==> src/rtl/acq_pkg.sv <==
package acq_pkg;
  typedef enum logic [1:0] {
    ST_SCAN    = 2'd0,
    ST_CS_WAIT = 2'd1,
    ST_SYNC    = 2'd2,
    ST_SEARCH  = 2'd3
  } acq_state_e;
endpackage

==> src/rtl/acq_dwell_timer.sv <==
module acq_dwell_timer #(
  parameter int DWELL_SYMS = 10
) (
  input  logic clk_i,
  input  logic rst_ni,
  input  logic restart_i,
  input  logic stb_i,
  output logic last_o
);
  localparam int CW = (DWELL_SYMS > 1) ? $clog2(DWELL_SYMS) : 1;
  localparam logic [CW-1:0] LAST = CW'(DWELL_SYMS - 1);

  logic [CW-1:0] cnt_q;

  always_ff @(posedge clk_i or negedge rst_ni) begin
    if (!rst_ni)        cnt_q <= '0;
    else if (restart_i) cnt_q <= '0;
    else if (stb_i)     cnt_q <= (cnt_q == LAST) ? '0 : cnt_q + 1'b1;
  end

  assign last_o = (cnt_q == LAST);
endmodule

==> src/rtl/acq_sym_counter.sv <==
module acq_sym_counter #(
  parameter int SEED_SYMS    = 16,
  parameter int TIMEOUT_SYMS = 72
) (
  input  logic clk_i,
  input  logic rst_ni,
  input  logic clear_i,
  input  logic run_i,
  input  logic stb_i,
  output logic seed_hit_o,
  output logic timeout_hit_o
);
  localparam int CW = $clog2(TIMEOUT_SYMS + 1);
  localparam logic [CW-1:0] SEED_LAST = CW'(SEED_SYMS - 1);
  localparam logic [CW-1:0] TO_LAST   = CW'(TIMEOUT_SYMS - 1);

  logic [CW-1:0] cnt_q;

  always_ff @(posedge clk_i or negedge rst_ni) begin
    if (!rst_ni)                           cnt_q <= '0;
    else if (clear_i)                      cnt_q <= '0;
    else if (run_i && stb_i && cnt_q != TO_LAST) cnt_q <= cnt_q + 1'b1;
  end

  assign seed_hit_o    = run_i && stb_i && (cnt_q == SEED_LAST);
  assign timeout_hit_o = run_i && stb_i && (cnt_q == TO_LAST);
endmodule

==> src/rtl/acq_sfd_matcher.sv <==
module acq_sfd_matcher #(
  parameter int              SFD_W       = 16,
  parameter logic [SFD_W-1:0] SFD_PATTERN = 16'hF3A0
) (
  input  logic clk_i,
  input  logic rst_ni,
  input  logic clear_i,
  input  logic shift_i,
  input  logic bit_i,
  output logic match_o
);
  logic [SFD_W-1:0] sr_q, sr_d;

  // LSB-first: newest bit enters at the top, oldest ends at bit 0
  assign sr_d = {bit_i, sr_q[SFD_W-1:1]};

  always_ff @(posedge clk_i or negedge rst_ni) begin
    if (!rst_ni)      sr_q <= '0;
    else if (clear_i) sr_q <= '0;
    else if (shift_i) sr_q <= sr_d;
  end

  assign match_o = shift_i && !clear_i && (sr_d == SFD_PATTERN);
endmodule

==> src/rtl/dsss_acq_ctrl.sv <==
module dsss_acq_ctrl
  import acq_pkg::*;
#(
  parameter int              DWELL_SYMS   = 10,
  parameter int              SEED_SYMS    = 16,
  parameter int              TIMEOUT_SYMS = 72,
  parameter int              SFD_W        = 16,
  parameter logic [SFD_W-1:0] SFD_PATTERN  = 16'hF3A0
) (
  input  logic clk_i,
  input  logic rst_ni,
  input  logic sym_stb_i,
  input  logic cs_i,
  input  logic sq_i,
  input  logic rx_bit_i,
  input  logic rx_bit_vld_i,
  output logic desc_seed_o,
  output logic sfd_search_o,
  output logic data_start_o
);
  acq_state_e state_q, state_d;
  logic ends_q, ends_d;
  logic seed_q, seed_d, start_q, start_d;
  logic dwell_last, seed_hit, timeout_hit, match;
  logic cs_hit, sq_hit, dwell_end, in_pkt, detect;

  assign cs_hit    = sym_stb_i && cs_i;
  assign sq_hit    = sym_stb_i && sq_i;
  assign dwell_end = sym_stb_i && dwell_last;
  assign in_pkt    = (state_q == ST_SYNC) || (state_q == ST_SEARCH);
  assign detect    = (state_q == ST_CS_WAIT) && sq_hit;

  acq_dwell_timer #(.DWELL_SYMS(DWELL_SYMS)) u_dwell (
    .clk_i     (clk_i),
    .rst_ni    (rst_ni),
    .restart_i (in_pkt),
    .stb_i     (sym_stb_i),
    .last_o    (dwell_last)
  );

  acq_sym_counter #(.SEED_SYMS(SEED_SYMS), .TIMEOUT_SYMS(TIMEOUT_SYMS)) u_symcnt (
    .clk_i         (clk_i),
    .rst_ni        (rst_ni),
    .clear_i       (detect),
    .run_i         (in_pkt),
    .stb_i         (sym_stb_i),
    .seed_hit_o    (seed_hit),
    .timeout_hit_o (timeout_hit)
  );

  acq_sfd_matcher #(.SFD_W(SFD_W), .SFD_PATTERN(SFD_PATTERN)) u_sfd (
    .clk_i   (clk_i),
    .rst_ni  (rst_ni),
    .clear_i (state_q != ST_SEARCH),
    .shift_i ((state_q == ST_SEARCH) && rx_bit_vld_i),
    .bit_i   (rx_bit_i),
    .match_o (match)
  );

  always_comb begin
    state_d = state_q;
    ends_d  = ends_q;
    seed_d  = 1'b0;
    start_d = 1'b0;
    unique case (state_q)
      ST_SCAN: begin
        if (cs_hit) begin
          state_d = ST_CS_WAIT;
          ends_d  = dwell_end;  // CS on the last strobe closes its own dwell
        end
      end
      ST_CS_WAIT: begin
        if (sq_hit) begin
          state_d = ST_SYNC;
        end else if (dwell_end) begin
          if (ends_q) state_d = ST_SCAN;
          else        ends_d  = 1'b1;
        end
      end
      ST_SYNC: begin
        if (seed_hit) begin
          state_d = ST_SEARCH;
          seed_d  = 1'b1;
        end
      end
      ST_SEARCH: begin
        if (match) begin
          state_d = ST_SCAN;
          start_d = 1'b1;
        end else if (timeout_hit) begin
          state_d = ST_SCAN;
        end
      end
      default: state_d = ST_SCAN;
    endcase
  end

  always_ff @(posedge clk_i or negedge rst_ni) begin
    if (!rst_ni) begin
      state_q <= ST_SCAN;
      ends_q  <= 1'b0;
      seed_q  <= 1'b0;
      start_q <= 1'b0;
    end else begin
      state_q <= state_d;
      ends_q  <= ends_d;
      seed_q  <= seed_d;
      start_q <= start_d;
    end
  end

  assign desc_seed_o  = seed_q;
  assign data_start_o = start_q;
  assign sfd_search_o = (state_q == ST_SEARCH);
endmodule

==> config.mk <==
export PLATFORM = sky130hd
export DESIGN_NAME = dsss_acq_ctrl
export DESIGN_NICKNAME = d
export VERILOG_FILES = /design/src/rtl/acq_pkg.sv /design/src/rtl/acq_dwell_timer.sv /design/src/rtl/acq_sym_counter.sv /design/src/rtl/acq_sfd_matcher.sv /design/src/rtl/dsss_acq_ctrl.sv
export SDC_FILE = /design/constraint.sdc
export NUM_CORES = 1
export LEC_CHECK = 0
export CAP_MARGIN = 30
export CORE_MARGIN = 5
export CORE_UTILIZATION = 41
export CTS_BUF_LIST = sky130_fd_sc_hd__clkbuf_4 sky130_fd_sc_hd__clkbuf_8
export DETAILED_ROUTE_END_ITERATION = 10
export SLEW_MARGIN = 20
export SYNTH_ARGS = -nofsm -noshare
export SYNTH_HDL_FRONTEND = slang
export SYNTH_SLANG_ARGS = --single-unit
==> constraint.sdc <==
create_clock -name clk_i -period 1.5 [get_ports clk_i]
set_input_delay 0.45 -clock clk_i [delete_from_list [all_inputs] [get_ports clk_i]]
set_output_delay 0.45 -clock clk_i [all_outputs]
set_load 0.01 [all_outputs]
---- Word level (Yosys, flattened, before mapping) ----
Index checks and enable logic that the tools add are counted.
word-level totals
  register bits after elaboration ......... 32
  latch bits .............................. 0
  RAM bits ................................ 0
  memories ................................ 0
  output and inout port bits .............. 3
  input port bits ......................... 7
  ROM bits ................................ 0
cells by class
  add/sub/neg operators ................... 2
  multiplexer cells ....................... 23
  $mul .................................... 0
  divide/modulo/power cells ............... 0
  reductions and logical operators ........ 20
  shift operators ......................... 0
  order comparisons ....................... 0
  bitwise gates (word level) .............. 0
  eq/ne operators ......................... 16
operator list
  cell                  number
  $mux 16               2
  $eq 16x16->1 const B  1
  $mux 2                7
  $mux 7                2
  $mux 4                3
  $logic_and 1x1->1     11
  $ne 2x2->1 const B    5
  $pmux 2 s4            1
  $reduce_bool 2->1     4
  $add 7x1->7 const B   1
  $eq 7x4->1 const B    1
  $eq 7x7->1 const B    1
  $mux 1                7
  $ne 7x7->1 const B    1
  $ne 3x3->1 const B    2
  $reduce_and 5->1      1
  $add 4x1->4 const B   1
  $eq 2x2->1 const B    2
  $eq 4x4->1 const B    1
  $reduce_and 4->1      1
  $ne 3x1->1 const B    1
  $eq 2x1->1 const B    1
  $logic_not 2->1       1
  $pmux 1 s2            1
  2 further kinds       2

---- Depth between registers and ports, before layout ----
  word-level depth ........................ 7
  depth in mapped cells ................... 6

---- By module ----
From an unflattened synthesis, not the netlist that was laid out.
second synthesis, totals
  cells, all modules ...................... 152
  area, all modules ....................... 1602.8 um^2
modules (own cells, without submodules)
  module           instances  cells an instance  area an instance (um^2)
  acq_sfd_matcher  1          56                 674.4
  acq_sym_counter  1          45                 432.9
  dsss_acq_ctrl    1          27                 264.0
  acq_dwell_timer  1          24                 231.5

---- Worst setup path after synthesis ----
Ideal clock, no wire load.
  path kind ............................... reg-to-reg
  from .................................... reg u_symcnt.cnt_q[0]
  to ...................................... reg u_symcnt.cnt_q[1]
  setup time .............................. 119 ps
  data arrival time ....................... 1187 ps
  path buffers ............................ 0
  path slack .............................. 194 ps
  stages on the path, launching flop included .. 6
  path through ............................ dfrtp_1 > ha_1 > and2_1 > a21oi_2 > mux2i_1 > nor2_1
between the ends
  longest elaborated chain between the ends .. 3
ends and longest elaborated chain
  what                                         line                   source
  start: declaration                           acq_sym_counter.sv:17  logic [CW-1:0] cnt_q;
  start signal: assignment                     acq_sym_counter.sv:22  else if (run_i && stb_i && cnt_q != TO_LAST) cnt_q <= cnt_q + 1'b1;
  $add 7x1->7 or $ne 7x7->1 (tied branches)    acq_sym_counter.sv:22
  $mux 7 or $logic_and 1x1->1 (tied branches)  acq_sym_counter.sv:22
  $mux 7 or $reduce_bool 2->1 (tied branches)  -
Parallel ways exist; a longest one is shown, timed or not. The select of a mux whose other input is x is not followed.
A chain may end at the register's enable or synchronous reset.

---- Worst setup path after layout ----
Ends and elaborated chain as after synthesis.

==> reports/results.txt <==
Sink Count -> 31
Setup Fix Bufs, Post-CTS -> 0
Initial core utilization -> 42.25%
Worst skew pair latency -> 280 ps
H-tree depth -> 2
Remaining Overflow, GRT -> 0
Residual DRC -> 0
Setup crit start kind -> flip-flop
Worst slew pin tran -> 345.0 ps
Vias -> 1,070
Syn-to-layout area delta -> 19.07%
Leading area contributor after synthesis -> dfrtp_1
Pwr dens -> 1534 nW/um2
Fill cells -> 357
Dominant cells by area after synthesis -> dfrtp_1 51%, mux2i_1 12%, nor2_1 5.9%, ha_1 2.4%, nand3_1 2.0%
Post-Synthesis Cells -> 145
CTS Hold Bufs -> 0
Row count -> 22
DR iter-0 viols -> 54
Slew Limit Fails -> 0
Yosys cell types -> 40
TritonCTS buffer count -> 5
Vias in the first global route -> 1,119
Layout cell share with drive strength beyond 1 -> 15.76%
Final period utilization -> 92.15%
Area of the die -> 5068 um2
ANT nets after route -> 0
Pwr Total -> 2805 uW
Pre-CTS setup slack -> -269.4 ps
Worst Setup End Kind -> flip-flop
Flop2flop setup slack -> 120 ps
# IOs -> 10
Avg Cell Area, Syn -> 10.59 um2
Total Wirelength -> 2756 um
Share of the synthesized area in the top cell type -> 50.53%
Minimum clock period -> 1382 ps
CTS tree -> done
Seq/Total Area, Yosys -> 50.53%
Relative slew slack -> 76.90%
CP max FO -> 5
Initial antenna violation count -> 0
Endpoints failing setup -> 0
Final hold violation count -> 0
Die X -> 71.19 um
Clk buf depth -> 2
Finished Layout Cells -> 213
NumNets Final -> 175
Crit path required time -> 1660 ps
Synthesized flop and latch total -> 31
Max VDD drop -> 0.7914 mV
DP Cell Count -> 206
MaxCap Viol Count -> 0
Final Skew -> 7.166 ps
Drt pass-1 iters -> 4
Post-Syn Area -> 1535 um2
Vias/cell -> 5.023
Fmax -> 0.7234 GHz
IO buf count -> 9
First-pass GRT wire length -> 4899 um
Status -> finished clean
Lkg Pwr -> 0.0008837 uW
Root Buffer -> clkbuf_8
YS warnings -> 0
Reg clk slew, reported paths -> 60 ps
Wirelength per Cell -> 12.94 um
Setup ws final -> 117.7 ps
Hold crit path type -> in -> async
Antenna cell count -> 0
Gpl congestion -> 0.8509
Core area -> 3633 um2
CP arrival -> 1550 ps
RSZ-0062 raised after global routing -> no
Syn Nets -> 155
Crit Path Category -> reg -> reg
Post-DP HPWL -> 2043 um
Fin Setup TNS -> 0 ps
Largest net degree at the start of global routing -> 32
Gr usage total -> 12.43%
Die height -> 71.19 um
## final timing paths
check                                        from                end  cells after the start
worst max-delay path            u_symcnt.cnt_q[0]  u_symcnt.cnt_q[1]                      5
worst min-delay path                       rst_ni      u_sfd.sr_q[8]                      2
worst max register to register  u_symcnt.cnt_q[0]  u_symcnt.cnt_q[1]                      5
worst min register to register      u_sfd.sr_q[1]      u_sfd.sr_q[1]                      2
max in group asynchronous                  rst_ni      u_sfd.sr_q[9]                      2
min in group clk_i                  u_sfd.sr_q[1]      u_sfd.sr_q[1]                      2
## area by class of cell
type / instances / area, um2 / share of cell area [%]
clock buffers: 6 / 82.58 / 4.517
clock inverters: 1 / 5.005 / 0.2738
multi-input cells: 103 / 713.2 / 39.01
flip-flops and latches: 31 / 775.7 / 42.44
well taps: 48 / 60.06 / 3.285
inverters: 5 / 18.77 / 1.027
repair buffers: 19 / 172.7 / 9.446
## synth_stat cells
cell       n
o21ai_1    1
nand4_1    3
nor4bb_1   1
nand2_2    1
buf_4      2
nor4b_4    1
buf_6      1
a211oi_1   2
clkbuf_1   1
buf_2      2
xor2_1     3
nor2_1    24
and3_4     1
and3_1     2
o21ai_0    3
nor3_1     3
a21oi_2    1
and4b_1    2
a21boi_1   1
o21ai_2    1
nand3_1    6
xnor2_1    1
nand2_1    7
and3b_1    1
nand2b_1   2
a21boi_0   1
mux2i_1   18
and2b_4    1
a21oi_1    5
a31oi_1    1
inv_2      1
nor2b_1    1
nor4b_1    1
nand4b_1   1
nand3b_1   2
dfrtp_1   31
and2_1     1
ha_1       3
o221ai_1   1
inv_1      4
## logic make-up (layout without fill, tap and decap cells)
family	count (synthesis)	in the layout	synth area share, %
fa+ha+maj	3	3	2.445
buf+inv	11	31	3.829
simple gates	61	61	22.17
mux	18	18	11.74
compound gates	17	17	7.009
xor+xnor	4	4	2.282
flops	31	31	50.53
## worst max-delay path, stage by stage (launching register included)
cell and delay (ps):
dfrtp_1 400, ha_1 220, and2_1 210, a21oi_4 190, mux2i_1 200, nor2_1 60
## placed cells by master, fill, tap and decap left out, drive strengths merged, types with 5 or more instances in the layout
cell	n
a21oi	6
clkbuf	7
nand3	6
nor2	24
mux2i	18
clkdlybuf4s50	5
inv	5
nand2	8
buf	10
o21ai	5
dfrtp	31
## registers in the layout, summed over array words and instances, names as in the netlist, named ones only
name / count
u_symcnt.cnt_q: 7
desc_seed_o: 1
ends_q: 1
data_start_o: 1
u_dwell.cnt_q: 4
u_sfd.sr_q: 15
state_q: 1
## power breakdown
part / switching, uW / total, uW / internal, uW
registers: 242 / 1360 / 1120
clock network: 280 / 639 / 359
logic: 422 / 805 / 383
total: 944 / 2800 / 1860
## per-layer routing
| metal | track usage, % | vias to the layer above | wire length (um) |
|---|---|---|---|
| met1 | 15.38 | 509 | 1336 |
| met4 | 5.637 | 0 | 51 |
| li1 | - | 543 | - |
| met5 | 0 | - | 0 |
| met3 | 4.403 | 7 | 104 |
| met2 | 19.39 | 11 | 1264 |
## stage by stage
step	hold WS [ps]	area [um2]	utilization [%]
after global placement	513.3	1733	47.69
after global routing	533.3	1828	50.31
after floorplan	154.4	1535	-
after detailed placement	531.4	1733	47.69
final	526.6	1828	50.31
after CTS	523.3	1818	50.03
## what timing repair did
item | in CTS | in global routing
setup endpoints to repair | 3 | 5
endpoints found under the hold margin | 0 | 0
gates resized for setup | 4 | 4
(Power assumes the default switching activity.)
